### config.mk
export PLATFORM = sky130hd
export DESIGN_NAME = pipe_event_counter
export DESIGN_NICKNAME = d
export VERILOG_FILES = /design/src/rtl/pec_pkg.sv /design/src/rtl/pec_segment.sv /design/src/rtl/pec_delay.sv /design/src/rtl/pec_settle.sv /design/src/rtl/pipe_event_counter.sv
export SDC_FILE = /design/constraint.sdc
export NUM_CORES = 1
export LEC_CHECK = 0
export ABC_AREA = 1
export ABC_CLOCK_PERIOD_IN_PS = 2900
export BUFFER_PORTS_ARGS = -buffer_cell sky130_fd_sc_hd__buf_2
export CAP_MARGIN = 40
export CORE_ASPECT_RATIO = 1.25
export CORE_MARGIN = 2
export CORE_UTILIZATION = 45
export DETAILED_ROUTE_END_ITERATION = 10
export PLACE_DENSITY = 0.61
export SETUP_SLACK_MARGIN = 0.5
export SLEW_MARGIN = 10
export SYNTH_ARGS = -nofsm -noshare
export SYNTH_HDL_FRONTEND = slang
export SYNTH_HIERARCHICAL = 1
export SYNTH_SLANG_ARGS = --single-unit
### constraint.sdc
create_clock -name clk_i -period 2.9 [get_ports clk_i]
set_clock_uncertainty 0.1 [all_clocks]
set_input_delay 0.58 -clock clk_i [delete_from_list [all_inputs] [get_ports clk_i]]
set_output_delay 0.58 -clock clk_i [all_outputs]
set_load 0.01 [all_outputs]
### src/rtl/pec_pkg.sv
package pec_pkg;

  function automatic int seg_count(input int total_w, input int seg_w);
    return (total_w + seg_w - 1) / seg_w;
  endfunction

  function automatic int seg_width(input int total_w, input int seg_w, input int idx);
    int nseg;
    nseg = seg_count(total_w, seg_w);
    if (idx == nseg - 1) return total_w - seg_w * (nseg - 1);
    return seg_w;
  endfunction

endpackage

### src/rtl/pec_segment.sv
module pec_segment #(
  parameter int W = 8
) (
  input  logic         clk_i,
  input  logic         rst_ni,
  input  logic         clr_i,
  input  logic         inc_i,
  output logic [W-1:0] val_o,
  output logic         full_o
);

  logic [W-1:0] val_q;
  logic [W-1:0] val_d;
  logic         val_en;

  always_comb begin
    val_en = clr_i | inc_i;
    if (clr_i) val_d = '0;
    else       val_d = val_q + W'(1);
  end

  always_ff @(posedge clk_i or negedge rst_ni) begin
    if (!rst_ni)     val_q <= '0;
    else if (val_en) val_q <= val_d;
  end

  assign val_o  = val_q;
  assign full_o = &val_q;

endmodule

### src/rtl/pec_delay.sv
module pec_delay #(
  parameter int W = 8,
  parameter int D = 1
) (
  input  logic         clk_i,
  input  logic         rst_ni,
  input  logic         clr_i,
  input  logic [W-1:0] in_i,
  output logic [W-1:0] out_o
);

  if (D == 0) begin : g_pass
    assign out_o = in_i;
  end else begin : g_line
    logic [W-1:0] stg_q [D];
    logic [W-1:0] stg_d [D];

    always_comb begin
      for (int i = 0; i < D; i++) begin
        if (clr_i)       stg_d[i] = '0;
        else if (i == 0) stg_d[i] = in_i;
        else             stg_d[i] = stg_q[i-1];
      end
    end

    always_ff @(posedge clk_i or negedge rst_ni) begin
      if (!rst_ni) begin
        for (int i = 0; i < D; i++) stg_q[i] <= '0;
      end else begin
        for (int i = 0; i < D; i++) stg_q[i] <= stg_d[i];
      end
    end

    assign out_o = stg_q[D-1];
  end

endmodule

### src/rtl/pec_settle.sv
module pec_settle #(
  parameter int DEPTH = 4
) (
  input  logic clk_i,
  input  logic rst_ni,
  input  logic clr_i,
  input  logic en_i,
  output logic settled_o
);

  logic [DEPTH-1:0] hist_q;
  logic [DEPTH-1:0] hist_d;

  always_comb begin
    if (clr_i) hist_d = '0;
    else if (DEPTH == 1) hist_d = DEPTH'(en_i);
    else hist_d = {hist_q[DEPTH-2:0], en_i};
  end

  always_ff @(posedge clk_i or negedge rst_ni) begin
    if (!rst_ni) hist_q <= '0;
    else         hist_q <= hist_d;
  end

  assign settled_o = ~|hist_q;

endmodule

### src/rtl/pipe_event_counter.sv
module pipe_event_counter #(
  parameter int CNT_W = 31,
  parameter int SEG_W = 8
) (
  input  logic             clk_i,
  input  logic             rst_ni,
  input  logic             clr_i,
  input  logic             en_i,
  output logic [CNT_W-1:0] count_o,
  output logic             settled_o
);

  localparam int NSEG = pec_pkg::seg_count(CNT_W, SEG_W);

  logic [NSEG-1:0]  inc;
  logic [NSEG-1:0]  full;
  logic [CNT_W-1:0] aligned;
  logic [CNT_W-1:0] cnt_q;
  logic [CNT_W-1:0] cnt_d;

  assign inc[0] = en_i & ~clr_i;

  for (genvar k = 0; k < NSEG; k++) begin : g_seg
    localparam int W  = pec_pkg::seg_width(CNT_W, SEG_W, k);
    localparam int LO = k * SEG_W;
    logic [W-1:0] raw;

    pec_segment #(.W(W)) seg_i (
      .clk_i  (clk_i),
      .rst_ni (rst_ni),
      .clr_i  (clr_i),
      .inc_i  (inc[k]),
      .val_o  (raw),
      .full_o (full[k])
    );

    pec_delay #(.W(W), .D(NSEG - 1 - k)) dly_i (
      .clk_i  (clk_i),
      .rst_ni (rst_ni),
      .clr_i  (clr_i),
      .in_i   (raw),
      .out_o  (aligned[LO +: W])
    );

    if (k < NSEG - 1) begin : g_carry
      logic cy_q;
      logic cy_d;

      always_comb begin
        if (clr_i) cy_d = 1'b0;
        else       cy_d = inc[k] & full[k];
      end

      always_ff @(posedge clk_i or negedge rst_ni) begin
        if (!rst_ni) cy_q <= 1'b0;
        else         cy_q <= cy_d;
      end

      assign inc[k+1] = cy_q;
    end else begin : g_top
      logic top_full_unused;
      assign top_full_unused = full[k];
    end
  end

  always_comb begin
    if (clr_i) cnt_d = '0;
    else       cnt_d = aligned;
  end

  always_ff @(posedge clk_i or negedge rst_ni) begin
    if (!rst_ni) cnt_q <= '0;
    else         cnt_q <= cnt_d;
  end

  assign count_o = cnt_q;

  pec_settle #(.DEPTH(NSEG)) settle_i (
    .clk_i     (clk_i),
    .rst_ni    (rst_ni),
    .clr_i     (clr_i),
    .en_i      (en_i),
    .settled_o (settled_o)
  );

endmodule

==> results of run 1 <==
==> metrics by stage <==
step / total power, mW / instance area, sq um
6_report: 3.95 / 5610
5_1_grt: 4.08 / 5610
4_1_cts: 4.01 / 5610
3_5_place_dp: 1.78 / 4970
3_3_place_gp: 1.77 / 4970
2_1_floorplan: 1.73 / 4850
==> flip-flops by register name, indices dropped and copies added (netlist names) <==
register,flops
count_o,31
g_seg.dly_i/g_line.stg_q,24
g_seg.dly_i/out_o,24
g_seg.g_carry.cy_q,3
g_seg.seg_i/val_o,31
settle_i/hist_q,4
==> final timing paths <==
kind	start	endpoint	slack [ns]	cells after the start
worst max-delay path	settle_i/hist_q[0]	settled_o	1.12	4
worst min-delay path	rst_ni	count_o[26]	0.07	1
worst max register to register	g_seg[1].seg_i/val_o[0]	g_seg[1].g_carry.cy_q	1.57	6
worst min register to register	g_seg[1].dly_i/g_line.stg_q[12]	g_seg[1].dly_i/out_o[4]	0.35	2
max in group asynchronous	rst_ni	g_seg[1].dly_i/g_line.stg_q[9]	1.91	2
min in group clk_i	en_i	settle_i/hist_q[0]	0.29	3
==> report_power, final <==
part	switching, mW	leakage, nW	internal (mW)
clock	0.683	0.313	1.52
combinational	0.0791	0.854	0.0212
sequential	0.00310	1.63	1.64
total	0.765	2.80	3.18
==> per-layer routing <==
metal | wire, um | vias up | global-route usage [%]
met1 | 3120 | 1422 | 15.3
li1 | - | 1557 | -
met5 | 0 | - | 0
met2 | 3620 | 46 | 23.5
met3 | 298 | 10 | 4.89
met4 | 154 | 0 | 7.39
==> worst register-to-register path, cell delays in order, from the launching register on <==
cell     delay, ns
dfrtp_1       0.43
ha_1          0.24
nand2_1       0.07
inv_1         0.08
and3_1        0.19
nand2_1       0.07
nor2_2        0.03
==> area by class of cell <==
class	count	area share, %
flip-flops and latches	117	52.2
multi-input cells	252	21.4
clock buffers	23	8.70
repair buffers	40	4.11
well taps	132	2.95
clock inverters	9	2.63
inverters	119	7.97
==> impl_metrics.toml, run 1 <==
[outcome]
outcome = "finished, final reports clean"

[synthesis]
post_synth_inst_count = 520
synth_area_per_cell_sq_um = 9.34
synthesis.area_sq_um = 4850
synth-warning-count = 6
postSynthNetCount = 528

[die]
fp.dieW_um = 96.9
rows = 42
initial_utilization_pct = 46.0
ioPinCount = 36
design.die.area_sq_um = 11600
core_sq_um = 10600
dieHeight_um = 120

[clocking]
cts_buffers = 17
cts_max_path_buffers = 2
cts_repair_resize_count = 0
cts.sinks = 117
insertion_delay_ns = 0.40
worst_setup_hold_path_clk_slew_ns = 0.05
cts-hold-fix-buffers = 0
cts_tree = "done"
h-tree-depth = 4
clock_tree.root_cell = "clkbuf_16"
post_cts.repair.setup_buffers = 0

[grt]
overflow = 0
vias_in_the_first_global_route = 2916
grt_antenna_before_repair = 0
grt_max_degree = 52
grt_pass1_wl_mm = 12.7
track_usage_pct = 13.9

[cells_and_area]
num-nets-final = 555
drive_above_1_share_pct = 18.6
antenna_cells_inserted = 0
layout_commonest_cell = "dfrtp_1"
syn_to_final_growth_pct = 15.5
layout_common_cells = "dfrtp_1 (117), inv_1 (115), nor2_1 (105)"
fin_util_pct = 53.1
multi_input_area_sq_um = 1200
fillCellCount = 949
seqCellArea_sq_um = 2930
final_cells = 692

[critical_path]
crit_path_end_kind = "output port"
slowest_stage = "dfrtp_1"
path_class = "reg -> out"
largest_delay_share_family_worst_path = "flip-flops"
crit_path_cell_trace = "inv_1, nand2_1, nor2_1, buf_2"
critPathRequiredTime_ns = 2.22
cp_slowest_stage_delay_ns = 0.35
cp.arrival_ns = 1.10
worst-path-max-fanout = 2
timing.critical_path.buf_inv = 2
critPathLaunchType = "flop"

[sta]
timing_max_transition_violations_final = 0
fmax_mhz = 561
finalSetupViolations = 0
max_slew.worst_pin.slew_ns = 0.580
hold_violations = 0
setup_ws_ns = 1.12
final.hold.worst_slack_ns = 0.0666
setup-tns-final_ns = 0
slew-limit-headroom_pct = 61.3
unrepaired_setup_endpoints_after_global_routing = "no"
final.period_utilization_pct = 61.4
timing.final.crit_period_ns = 1.78

[placement]
dp_slack_ns = 1.02
place.detailed.instances = 660
gp_congestion = 0.803
hpwlAfterDp_mm = 4.66
buffer_ports.inserted = 35

[min_path]
min_path_type = "in -> async"

[detailed_routing]
via_per_inst = 4.39
dr.first_iter.drc_count = 107
wirelength_routed_mm = 7.19
vias = 3035
drt_drc_violations_left = 0
wl_per_cell_um = 10.4
ant_nets = 0
dr.pass1.iters = 4

[pwr]
vdd.ir_drop.worst_v = 0.000451
power_leakage_nw = 2.80
power_per_cell_area_nw_per_um2 = 704

[job]
cap_viol_max_count = 0
No activity file was read; power rests on OpenSTA's default activity.
==> run 2, diff against run 1 <==
ABC_CLOCK_PERIOD_IN_PS = 1500   (was 2900)
PLACE_DENSITY = 0.63   (was 0.61)
clock period = 1.5 ns   (was 2.9 ns; I/O delays follow)
==> impl_metrics.toml, run 2 (same netlist as run 1, synthesis figures left out) <==
[pwr]
power_per_cell_area_nw_per_um2 = 1130
power_leakage_nw = 3.04
vdd.ir_drop.worst_v = 0.000799

[sta]
unrepaired_setup_endpoints_after_global_routing = "yes"
final.period_utilization_pct = 99.2
timing_max_transition_violations_final = 0
timing.final.crit_period_ns = 1.49
slew-limit-headroom_pct = 77.7
setup_ws_ns = 0.0113
hold_violations = 0
setup-tns-final_ns = 0
finalSetupViolations = 0
final.hold.worst_slack_ns = 0.0137
fmax_mhz = 672
max_slew.worst_pin.slew_ns = 0.334

[cells_and_area]
num-nets-final = 594
syn_to_final_growth_pct = 30.8
antenna_cells_inserted = 0
drive_above_1_share_pct = 39.4
layout_common_cells = "dfrtp_1 (104), nor2_1 (97), inv_1 (96)"
fillCellCount = 837
layout_commonest_cell = "dfrtp_1"
final_area_sq_um = 6350
fin_util_pct = 60.1

[die]
rows = 42
core_sq_um = 10600
initial_utilization_pct = 46.0
fp.dieW_um = 96.9
design.die.area_sq_um = 11600
ioPinCount = 36
dieHeight_um = 120

[detailed_routing]
topRoutingLayerUsed = "met4"
wl_per_cell_um = 11.9
routed-wl-met3_um = 239
dr.pass1.iters = 4
drt_drc_violations_left = 0
route.met2.wl_mm = 4.58
wirelength_routed_mm = 8.65
ant_nets = 0
vias = 3286
dr.first_iter.drc_count = 130
wl_met1_mm = 3.56
via_per_inst = 4.51

[placement]
hpwlAfterDp_mm = 4.76
gp_congestion = 0.835
placedInstanceArea_sq_um = 5100
buffer_ports.inserted = 35
dp_slack_ns = 0.181

[critical_path]
startpoint = "settle_i/hist_q[2]"
critPathLaunchType = "flop"
ff2ff_setup_slack_ns = 0.06
worst-path-max-fanout = 2
worst-r2r-cell-count = 10
slowest_stage = "dfrtp_1"
crit_path_cell_trace = "inv_2, nand2_2, nor2_2, buf_2"
crit_path_end_kind = "output port"
cp_slowest_stage_delay_ns = 0.37
regToRegStartpoint = "settle_i/hist_q[2]"
path_class = "reg -> out"
cp.arrival_ns = 1.09
critPathRequiredTime_ns = 1.10

[clocking]
insertion_delay_ns = 0.41
h-tree-depth = 4
cts_max_path_buffers = 2
cts_tree = "done"
worst_setup_hold_path_clk_slew_ns = 0.05
clock_tree.root_cell = "clkbuf_16"
cts.sinks = 117
cts_buffers = 17

[outcome]
outcome = "finished, final reports clean"

[min_path]
min_path_type = "in -> reg"
holdCritStartpoint = "en_i"
whs_path_depth = 3

[job]
cap_viol_max_count = 0

[grt]
vias_in_the_first_global_route = 3297
grt_antenna_before_repair = 0
overflow = 0
track_usage_pct = 16.0
grt_max_degree = 39
grt_pass1_wl_mm = 14.7
==> run 2: changes by cell type in the layout (fill, tap and decap cells not counted), sizes merged <==
cell,before,now
buf,40,78
bufinv,4,2
clkinvlp,1,0
dlygate4sd3,0,1
==> run 2: worst max-delay path, delay by kind of cell, from the launching register on <==
family / cells / cell delay (ns)
flops: 1 / 0.37
buf+inv: 2 / 0.18
simple gates: 2 / 0.12
==> run 2: worst paths after layout <==
check | to
max reg2reg | settle_i/hist_q[3]
max | settled_o
min reg2reg | g_seg[1].dly_i/out_o[2]
min | settle_i/hist_q[0]
max in group asynchronous | g_seg[2].seg_i/val_o[1]
min in group asynchronous | g_seg[3].seg_i/val_o[3]
==> run 2: cell type report <==
type / instances / area (sq um) / share of cell area, %
inverter: 119 / 469 / 7.39
tap: 132 / 165 / 2.60
multi-input combinational: 252 / 1600 / 25.1
sequential: 117 / 2940 / 46.4
clock buffer: 23 / 458 / 7.21
timing repair buffer: 79 / 637 / 10.0
clock inverter: 6 / 80.1 / 1.26
==> run 2: through the flow <==
stage,power (mW),cells
3_5_place_dp,3.46,666
3_3_place_gp,3.46,666
4_1_cts,7.22,722
2_1_floorplan,3.35,520
6_report,7.16,728
5_1_grt,7.41,728
==> run 2: per-layer routing <==
| metal | global-route usage [%] | vias up |
|---|---|---|
| met4 | 8.80 | 0 |
| met1 | 18.5 | 1566 |
| met3 | 4.66 | 26 |
| met2 | 26.6 | 57 |
| li1 | - | 1637 |
| met5 | 0 | - |
==> run 2: power by group <==
part,total (mW),switching [mW],internal (mW)
clock network,3.70,1.26,2.44
logic,0.280,0.191,0.0888
registers,3.18,0.00836,3.17
total,7.16,1.46,5.70
==> run 2: timing repair <==
item                                    CTS  global route
endpoints found under the setup margin   63           143
setup buffers                            26             6
hold endpoints to repair                 42             0
hold buffers                              1             0
pin swaps                                40            26
gates resized for setup                  81            61
